$ cat src/rtl/sta_pkg.sv
package sta_pkg;
   typedef enum logic [1:0] {
      CP_NONE   = 2'd0,
      CP_ID     = 2'd1,
      CP_ID_DEV = 2'd2,
      CP_RSVD   = 2'd3
   } copy_kind_e;

   localparam int unsigned PAR_N = 2;
endpackage

$ cat src/rtl/sta_mode_dec.sv
module sta_mode_dec
   import sta_pkg::*;
(
   input  logic       id_en_i,
   input  logic       dev_en_i,
   output copy_kind_e kind_o,
   output logic       active_o,
   output logic       with_dev_o
);
   always_comb begin
      unique case ({dev_en_i, id_en_i})
         2'b01:   kind_o = CP_ID;
         2'b11:   kind_o = CP_ID_DEV;
         2'b10:   kind_o = CP_RSVD;
         default: kind_o = CP_NONE;
      endcase
   end

   assign active_o   = (kind_o == CP_ID) || (kind_o == CP_ID_DEV);
   assign with_dev_o = (kind_o == CP_ID_DEV);
endmodule

$ cat src/rtl/sta_update_seq.sv
module sta_update_seq #(
   parameter int unsigned CYC_W = 6
) (
   input  logic             clk,
   input  logic             rst_n,
   input  logic             cyc_start_i,
   input  logic [CYC_W-1:0] cyc_num_i,
   input  logic             nit_start_i,
   input  logic             cfg_wr_i,
   input  logic             cfg_oneshot_i,
   input  logic             cfg_dev_en_i,
   input  logic             cfg_id_en_i,
   input  logic [1:0]       host_lock_i,
   input  logic             wr_done_i,
   output logic [1:0]       start_o,
   output logic [1:0]       done_o,
   output logic [CYC_W-1:0] cyc_now_o,
   output logic             wr_start_o,
   output logic             wr_odd_o,
   output logic             wr_dev_o,
   output logic             id_en_o,
   output logic             dev_en_o,
   output logic             oneshot_o,
   output logic             busy_o,
   output logic             par_o
);
   import sta_pkg::*;

   logic [CYC_W-1:0] cyc_q;
   logic             id_q, dev_q, one_q, even_seen_q;
   logic             busy_q, par_q;
   logic             start_q, odd_q, devsel_q;
   logic             active, with_dev;
   copy_kind_e       kind;
   logic             par_now, pair_gate, start_any, done_any;

   sta_mode_dec u_dec (
      .id_en_i   (id_q),
      .dev_en_i  (dev_q),
      .kind_o    (kind),
      .active_o  (active),
      .with_dev_o(with_dev)
   );

   assign par_now   = cyc_q[0];
   assign pair_gate = !one_q || (par_now ? even_seen_q : !even_seen_q);
   assign start_any = nit_start_i && active && !busy_q
                      && !host_lock_i[par_now] && pair_gate;
   assign done_any  = wr_done_i && busy_q;

   assign start_o = start_any ? (par_now ? 2'b10 : 2'b01) : 2'b00;
   assign done_o  = done_any  ? (par_q   ? 2'b10 : 2'b01) : 2'b00;

   always_ff @(posedge clk or negedge rst_n) begin
      if (!rst_n) begin
         cyc_q       <= '0;
         id_q        <= 1'b0;
         dev_q       <= 1'b0;
         one_q       <= 1'b0;
         even_seen_q <= 1'b0;
         busy_q      <= 1'b0;
         par_q       <= 1'b0;
         start_q     <= 1'b0;
         odd_q       <= 1'b0;
         devsel_q    <= 1'b0;
      end else begin
         if (cyc_start_i) cyc_q <= cyc_num_i;
         start_q <= start_any;
         if (start_any) begin
            odd_q    <= par_now;
            devsel_q <= with_dev;
            par_q    <= par_now;
            busy_q   <= 1'b1;
         end else if (done_any) begin
            busy_q <= 1'b0;
         end
         if (cfg_wr_i) begin
            id_q        <= cfg_id_en_i;
            dev_q       <= cfg_dev_en_i;
            one_q       <= cfg_oneshot_i;
            even_seen_q <= 1'b0;
         end else if (done_any && one_q) begin
            if (par_q) begin
               id_q        <= 1'b0;
               dev_q       <= 1'b0;
               even_seen_q <= 1'b0;
            end else begin
               even_seen_q <= 1'b1;
            end
         end
      end
   end

   assign cyc_now_o  = cyc_q;
   assign wr_start_o = start_q;
   assign wr_odd_o   = odd_q;
   assign wr_dev_o   = devsel_q;
   assign id_en_o    = id_q;
   assign dev_en_o   = dev_q;
   assign oneshot_o  = one_q;
   assign busy_o     = busy_q;
   assign par_o      = par_q;
endmodule

$ cat src/rtl/sta_parity_slice.sv
module sta_parity_slice #(
   parameter int unsigned CYC_W = 6,
   parameter int unsigned CNT_W = 4
) (
   input  logic             clk,
   input  logic             rst_n,
   input  logic             trig_i,
   input  logic             unlock_i,
   input  logic             start_i,
   input  logic             done_i,
   input  logic [CYC_W-1:0] cyc_i,
   input  logic [CNT_W-1:0] cnt_a_i,
   input  logic [CNT_W-1:0] cnt_b_i,
   input  logic             flag_clr_i,
   input  logic             irq_en_i,
   output logic             host_lock_o,
   output logic             valid_o,
   output logic             flag_o,
   output logic             irq_o,
   output logic [CYC_W-1:0] cyc_o,
   output logic [CNT_W-1:0] cnt_a_o,
   output logic [CNT_W-1:0] cnt_b_o
);
   logic             host_q, pend_q, ctl_q, valid_q, flag_q;
   logic [CYC_W-1:0] tcyc_q;
   logic [CNT_W-1:0] ca_q, cb_q;
   logic             grant;

   assign grant = (trig_i || pend_q) && !ctl_q && !start_i;

   always_ff @(posedge clk or negedge rst_n) begin
      if (!rst_n) begin
         host_q  <= 1'b0;
         pend_q  <= 1'b0;
         ctl_q   <= 1'b0;
         valid_q <= 1'b0;
         flag_q  <= 1'b0;
         tcyc_q  <= '0;
         ca_q    <= '0;
         cb_q    <= '0;
      end else begin
         if (start_i) begin
            ctl_q   <= 1'b1;
            valid_q <= 1'b0;
            tcyc_q  <= cyc_i;
         end else if (done_i) begin
            ctl_q   <= 1'b0;
            valid_q <= 1'b1;
            ca_q    <= cnt_a_i;
            cb_q    <= cnt_b_i;
         end
         if (done_i)          flag_q <= 1'b1;
         else if (flag_clr_i) flag_q <= 1'b0;
         if (unlock_i) begin
            host_q <= 1'b0;
            pend_q <= 1'b0;
         end else if (grant) begin
            host_q <= 1'b1;
            pend_q <= 1'b0;
         end else if (trig_i && !host_q) begin
            pend_q <= 1'b1;
         end
      end
   end

   assign host_lock_o = host_q;
   assign valid_o     = valid_q;
   assign flag_o      = flag_q;
   assign irq_o       = flag_q && irq_en_i;
   assign cyc_o       = host_q ? tcyc_q : '0;
   assign cnt_a_o     = host_q ? ca_q   : '0;
   assign cnt_b_o     = host_q ? cb_q   : '0;
endmodule

$ cat src/rtl/sta_lock_arb.sv
module sta_lock_arb #(
   parameter int unsigned CYC_W = 6,
   parameter int unsigned CNT_W = 4
) (
   input  logic               clk,
   input  logic               rst_n,
   input  logic               cyc_start_i,
   input  logic [CYC_W-1:0]   cyc_num_i,
   input  logic               nit_start_i,
   input  logic               cfg_wr_i,
   input  logic               cfg_oneshot_i,
   input  logic               cfg_dev_en_i,
   input  logic               cfg_id_en_i,
   input  logic [1:0]         lock_trig_i,
   input  logic [1:0]         unlock_i,
   input  logic [1:0]         flag_clr_i,
   input  logic [1:0]         irq_en_i,
   input  logic               wr_done_i,
   input  logic [CNT_W-1:0]   wr_cnt_a_i,
   input  logic [CNT_W-1:0]   wr_cnt_b_i,
   output logic               wr_start_o,
   output logic               wr_odd_o,
   output logic               wr_dev_o,
   output logic               id_en_o,
   output logic               dev_en_o,
   output logic               oneshot_o,
   output logic [1:0]         lock_o,
   output logic [1:0]         valid_o,
   output logic [1:0]         flag_o,
   output logic [1:0]         irq_o,
   output logic [2*CYC_W-1:0] lk_cyc_o,
   output logic [2*CNT_W-1:0] lk_cnt_a_o,
   output logic [2*CNT_W-1:0] lk_cnt_b_o
);
   import sta_pkg::*;

   if (CYC_W < 1) begin : g_bad_cyc
      $error("sta_lock_arb: CYC_W must be at least 1");
   end
   if (CNT_W < 1) begin : g_bad_cnt
      $error("sta_lock_arb: CNT_W must be at least 1");
   end

   logic [1:0]       upd_start, upd_done, host_lock;
   logic [CYC_W-1:0] cyc_now;
   logic             upd_busy, upd_par;

   sta_update_seq #(.CYC_W(CYC_W)) u_seq (
      .clk          (clk),
      .rst_n        (rst_n),
      .cyc_start_i  (cyc_start_i),
      .cyc_num_i    (cyc_num_i),
      .nit_start_i  (nit_start_i),
      .cfg_wr_i     (cfg_wr_i),
      .cfg_oneshot_i(cfg_oneshot_i),
      .cfg_dev_en_i (cfg_dev_en_i),
      .cfg_id_en_i  (cfg_id_en_i),
      .host_lock_i  (host_lock),
      .wr_done_i    (wr_done_i),
      .start_o      (upd_start),
      .done_o       (upd_done),
      .cyc_now_o    (cyc_now),
      .wr_start_o   (wr_start_o),
      .wr_odd_o     (wr_odd_o),
      .wr_dev_o     (wr_dev_o),
      .id_en_o      (id_en_o),
      .dev_en_o     (dev_en_o),
      .oneshot_o    (oneshot_o),
      .busy_o       (upd_busy),
      .par_o        (upd_par)
   );

   for (genvar p = 0; p < PAR_N; p++) begin : g_par
      sta_parity_slice #(.CYC_W(CYC_W), .CNT_W(CNT_W)) u_slice (
         .clk        (clk),
         .rst_n      (rst_n),
         .trig_i     (lock_trig_i[p]),
         .unlock_i   (unlock_i[p]),
         .start_i    (upd_start[p]),
         .done_i     (upd_done[p]),
         .cyc_i      (cyc_now),
         .cnt_a_i    (wr_cnt_a_i),
         .cnt_b_i    (wr_cnt_b_i),
         .flag_clr_i (flag_clr_i[p]),
         .irq_en_i   (irq_en_i[p]),
         .host_lock_o(host_lock[p]),
         .valid_o    (valid_o[p]),
         .flag_o     (flag_o[p]),
         .irq_o      (irq_o[p]),
         .cyc_o      (lk_cyc_o[p*CYC_W +: CYC_W]),
         .cnt_a_o    (lk_cnt_a_o[p*CNT_W +: CNT_W]),
         .cnt_b_o    (lk_cnt_b_o[p*CNT_W +: CNT_W])
      );
   end

   assign lock_o = host_lock;
endmodule

$ cat config.mk
export PLATFORM = sky130hd
export DESIGN_NAME = sta_lock_arb
export DESIGN_NICKNAME = d
export VERILOG_FILES = /design/src/rtl/sta_pkg.sv /design/src/rtl/sta_mode_dec.sv /design/src/rtl/sta_update_seq.sv /design/src/rtl/sta_parity_slice.sv /design/src/rtl/sta_lock_arb.sv
export SDC_FILE = /design/constraint.sdc
export NUM_CORES = 1
export LEC_CHECK = 0
export BUFFER_PORTS_ARGS = -buffer_cell sky130_fd_sc_hd__buf_2
export CORE_MARGIN = 4
export CORE_UTILIZATION = 54
export CTS_CLUSTER_SIZE = 28
export DETAILED_ROUTE_END_ITERATION = 10
export GPL_TIMING_DRIVEN = 0
export PLACE_DENSITY_LB_ADDON = 0.2
export SYNTH_ARGS = -nofsm -noshare
export SYNTH_HDL_FRONTEND = slang
export SYNTH_SLANG_ARGS = --single-unit
$ cat constraint.sdc
create_clock -name clk -period 2.55 [get_ports clk]
set_clock_uncertainty 0.2 [all_clocks]
set_input_delay 0.1275 -clock clk [delete_from_list [all_inputs] [get_ports clk]]
set_output_delay 0.1275 -clock clk [all_outputs]
set_load 0.03 [all_outputs]
==> out/results.tsv <==
metric	value	unit
number of synthesized register bits	52	
Worst EP arrival	2.06	ns
switching share of power	34.7	%
combinational share of power	37.3	%
sequence of cells on the critical path	dlygate4sd3_1 > buf_2 > nand2_1 > dlygate4sd3_1 > o21ai_0 > dlygate4sd3_1	
sequential power share	45.5	%
Top cell by count, worst path	dlygate4sd3_1	
sequential area share after synthesis	56.4	%
gr usage total	20.2	%
Initial Util	56.8	%
Final min period	2.08	ns
Post-synth EDFFs	0	
outcome	complete, no violations	
Post-route DRC	0	
share of cells above drive strength 1	43.9	%
Async S/R FF share, synth	100	%
Critical Path Max Stage Delay	0.56	ns
fin crit share	81.5	%
final wirelength	5030	um
clk sinks	52	
initial antenna violation count	0	
GRT overflow	0	
first-pass GRT wire length	8380	um
setup bufs post-CTS	0	
vias	1679	
CP Buf/Inv Count	4	
cell area after synthesis	2310	um2
port bufs	71	
gpl congestion	0.773	
switching pwr	0.000979	W
Pint	0.00184	W
crit path kind	in -> reg	
largest net degree at the start of global routing	53	
Peak Freq	481	MHz
die height	73.3	um
Chip Width	73.3	um
hpwl dp	3220	um
LEAKAGE	1.63	nW
Syn Nets	213	
Worst Max-Slew Pin Slew	1.13	ns
Post-Route Utilization	76.7	%
Synth Area per Inst	12.7	um2
CTS H-Tree Depth	2	
CP max stage cell	dlygate4sd3_1	
total CTS buffers	5	
Netlist cell types	35	
Worst setup EP type	flip-flop	
vias per cell	4.95	
Diodes inserted	0	
max-slew violations	0	
Worst Hold Class	in -> reg	
Fillers	281	
CTS Root Cell	clkbuf_8	
routed length per instance	14.8	um
Peak VDD IR	0.596	mV
number of global-route vias before repair	1710	
clock network power share	17.2	%
nets	320	
final setup violation count	0	
RSZ-0062 raised after global routing	no	
Mapped Cells	182	
Clock Latency Late Sink	0.29	ns
site row count	23	
yosys warns	0	
final hold vios	0	
Slew HR	24.7	%
1st-iter DRT viols	63	
non-filler cells, final	339	
Die ar.	5380	um2
ys flop type	dfrtp_1	
CP startpoint kind	primary input	
Max Fanout on Critical Path	6	
CTS tree	yes	
Placed Cells	303	
Max Cap Violations	0	
io pins	73	
DR pass1 iterations	4	
Worst-path clk slew	0.08	ns
area growth from synthesis to layout	34.9	%
post-route ant nets	0	
PwrDens	907	nW/um2
Core Area	4060	um2
setup_tns	0	ns
Critical Path RT	2.53	ns
crit-path leading delay family	buffers and inverters	
CTS max path bufs	2	
==> cells by family after synthesis <==
kind of cell,synth area share (%)
and+or+nand+nor,13.7
xor gates and xnor gates,0.380
DFF,56.4
muxes,17.4
buffers and inverters,5.59
AOI/OAI and AO/OA,6.51
==> layout make-up <==
| class | instances | area [um2] | area share [%] |
|---|---|---|---|
| timing repair buffer | 100 | 646 | 20.8 |
| inverter | 10 | 37.5 | 1.21 |
| clock buffer | 7 | 96.3 | 3.10 |
| buffer | 14 | 91.3 | 2.94 |
| tap | 50 | 62.6 | 2.01 |
| multi-input combinational | 106 | 876 | 28.2 |
| sequential | 52 | 1300 | 41.8 |
==> cells in the final DEF (no fill, tap or decap), types with 2 or more instances in the layout <==
| cell | count |
|---|---|
| and2_1 | 31 |
| buf_2 | 72 |
| mux2_2 | 28 |
| buf_4 | 8 |
| clkbuf_1 | 4 |
| or2_2 | 2 |
| mux2_4 | 5 |
| inv_1 | 10 |
| o21a_1 | 2 |
| clkbuf_8 | 7 |
| a21oi_1 | 4 |
| dfrtp_1 | 52 |
| a21o_1 | 2 |
| nand2_1 | 7 |
| dlygate4sd3_1 | 29 |
| o21ai_0 | 5 |
==> sequential cells by signal, summed over array words and instances (netlist names) <==
register,flops
g_par.u_slice.tcyc_q,12
g_par.u_slice.ca_q,8
g_par.u_slice.cb_q,8
u_seq.cyc_now_o,6
g_par.u_slice.ctl_q,2
g_par.u_slice.flag_o,2
g_par.u_slice.host_lock_o,2
g_par.u_slice.pend_q,2
g_par.u_slice.valid_o,2
u_seq.busy_o,1
u_seq.dev_en_o,1
u_seq.even_seen_q,1
u_seq.id_en_o,1
u_seq.oneshot_o,1
u_seq.par_o,1
u_seq.wr_dev_o,1
u_seq.wr_start_o,1
==> power groups by stage <==
stage	logic (W)	registers [W]	clock network, W
finish	0.00105	0.00128	0.000486
global route	0.00114	0.00132	0.000531
CTS	0.00105	0.00128	0.000503
detailed placement	0.00102	0.00129	0
global placement	0.000998	0.00128	0
floorplan	0.000733	0.00128	0
==> per-layer routing <==
layer  up-vias  GRT usage (%)  part of all wire, %
met5         -              0                    0
met1       803           27.2                   45
li1        815              -                    -
met2        52           33.0                   47
met4         0           5.03                  1.7
met3         9           5.20                  7.1
==> worst paths after layout <==
check	from	to	slack [ns]	cells past startpoint
worst min register to register	g_par[1].u_slice.tcyc_q[0]	g_par[1].u_slice.tcyc_q[0]	0.30	1
min in group asynchronous	rst_n	g_par[1].u_slice.tcyc_q[2]	0.41	2
worst max register to register	g_par[1].u_slice.host_lock_o	g_par[1].u_slice.tcyc_q[1]	0.65	3
worst max-delay path	cfg_wr_i	u_seq.dev_en_o	0.47	6
max in group asynchronous	rst_n	g_par[1].u_slice.tcyc_q[3]	1.05	2
worst min-delay path	cyc_start_i	u_seq.cyc_now_o[3]	0.10	2
==> through the flow <==
| stage | worst slack [ns] | hold slack, ns | power (W) | area, um2 |
|---|---|---|---|---|
| 2_1_floorplan | 0.731 | -0.368 | 0.00202 | 2310 |
| 3_3_place_gp | 0.637 | 0.0909 | 0.00228 | 2720 |
| 3_5_place_dp | 0.646 | 0.0993 | 0.00231 | 2720 |
| 4_1_cts | 0.538 | 0.103 | 0.00284 | 3110 |
| 5_1_grt | 0.441 | 0.113 | 0.00299 | 3110 |
| 6_report | 0.471 | 0.102 | 0.00282 | 3110 |
==> timing repair <==
item / in CTS / in global routing
setup endpoints to repair: 0 / 0
hold buffers: 29 / 0
endpoints found under the hold margin: 86 / 0
resized for setup: 0 / 0
==> cell usage after synthesis (2+ instances only) <==
cell type  number  area, um2
a21o_1          2       15.0
a21oi_1         4       20.0
and2_1         31        194
buf_4           8       60.1
clkbuf_1        4       15.0
dfrtp_1        52       1300
inv_1          10       37.5
mux2_2         28        315
mux2_4          5       75.1
nand2_1         7       26.3
o21a_1          2       15.0
o21ai_0         5       25.0
or2_2           2       12.5
Note: power is estimated with default switching activity, not from simulation.
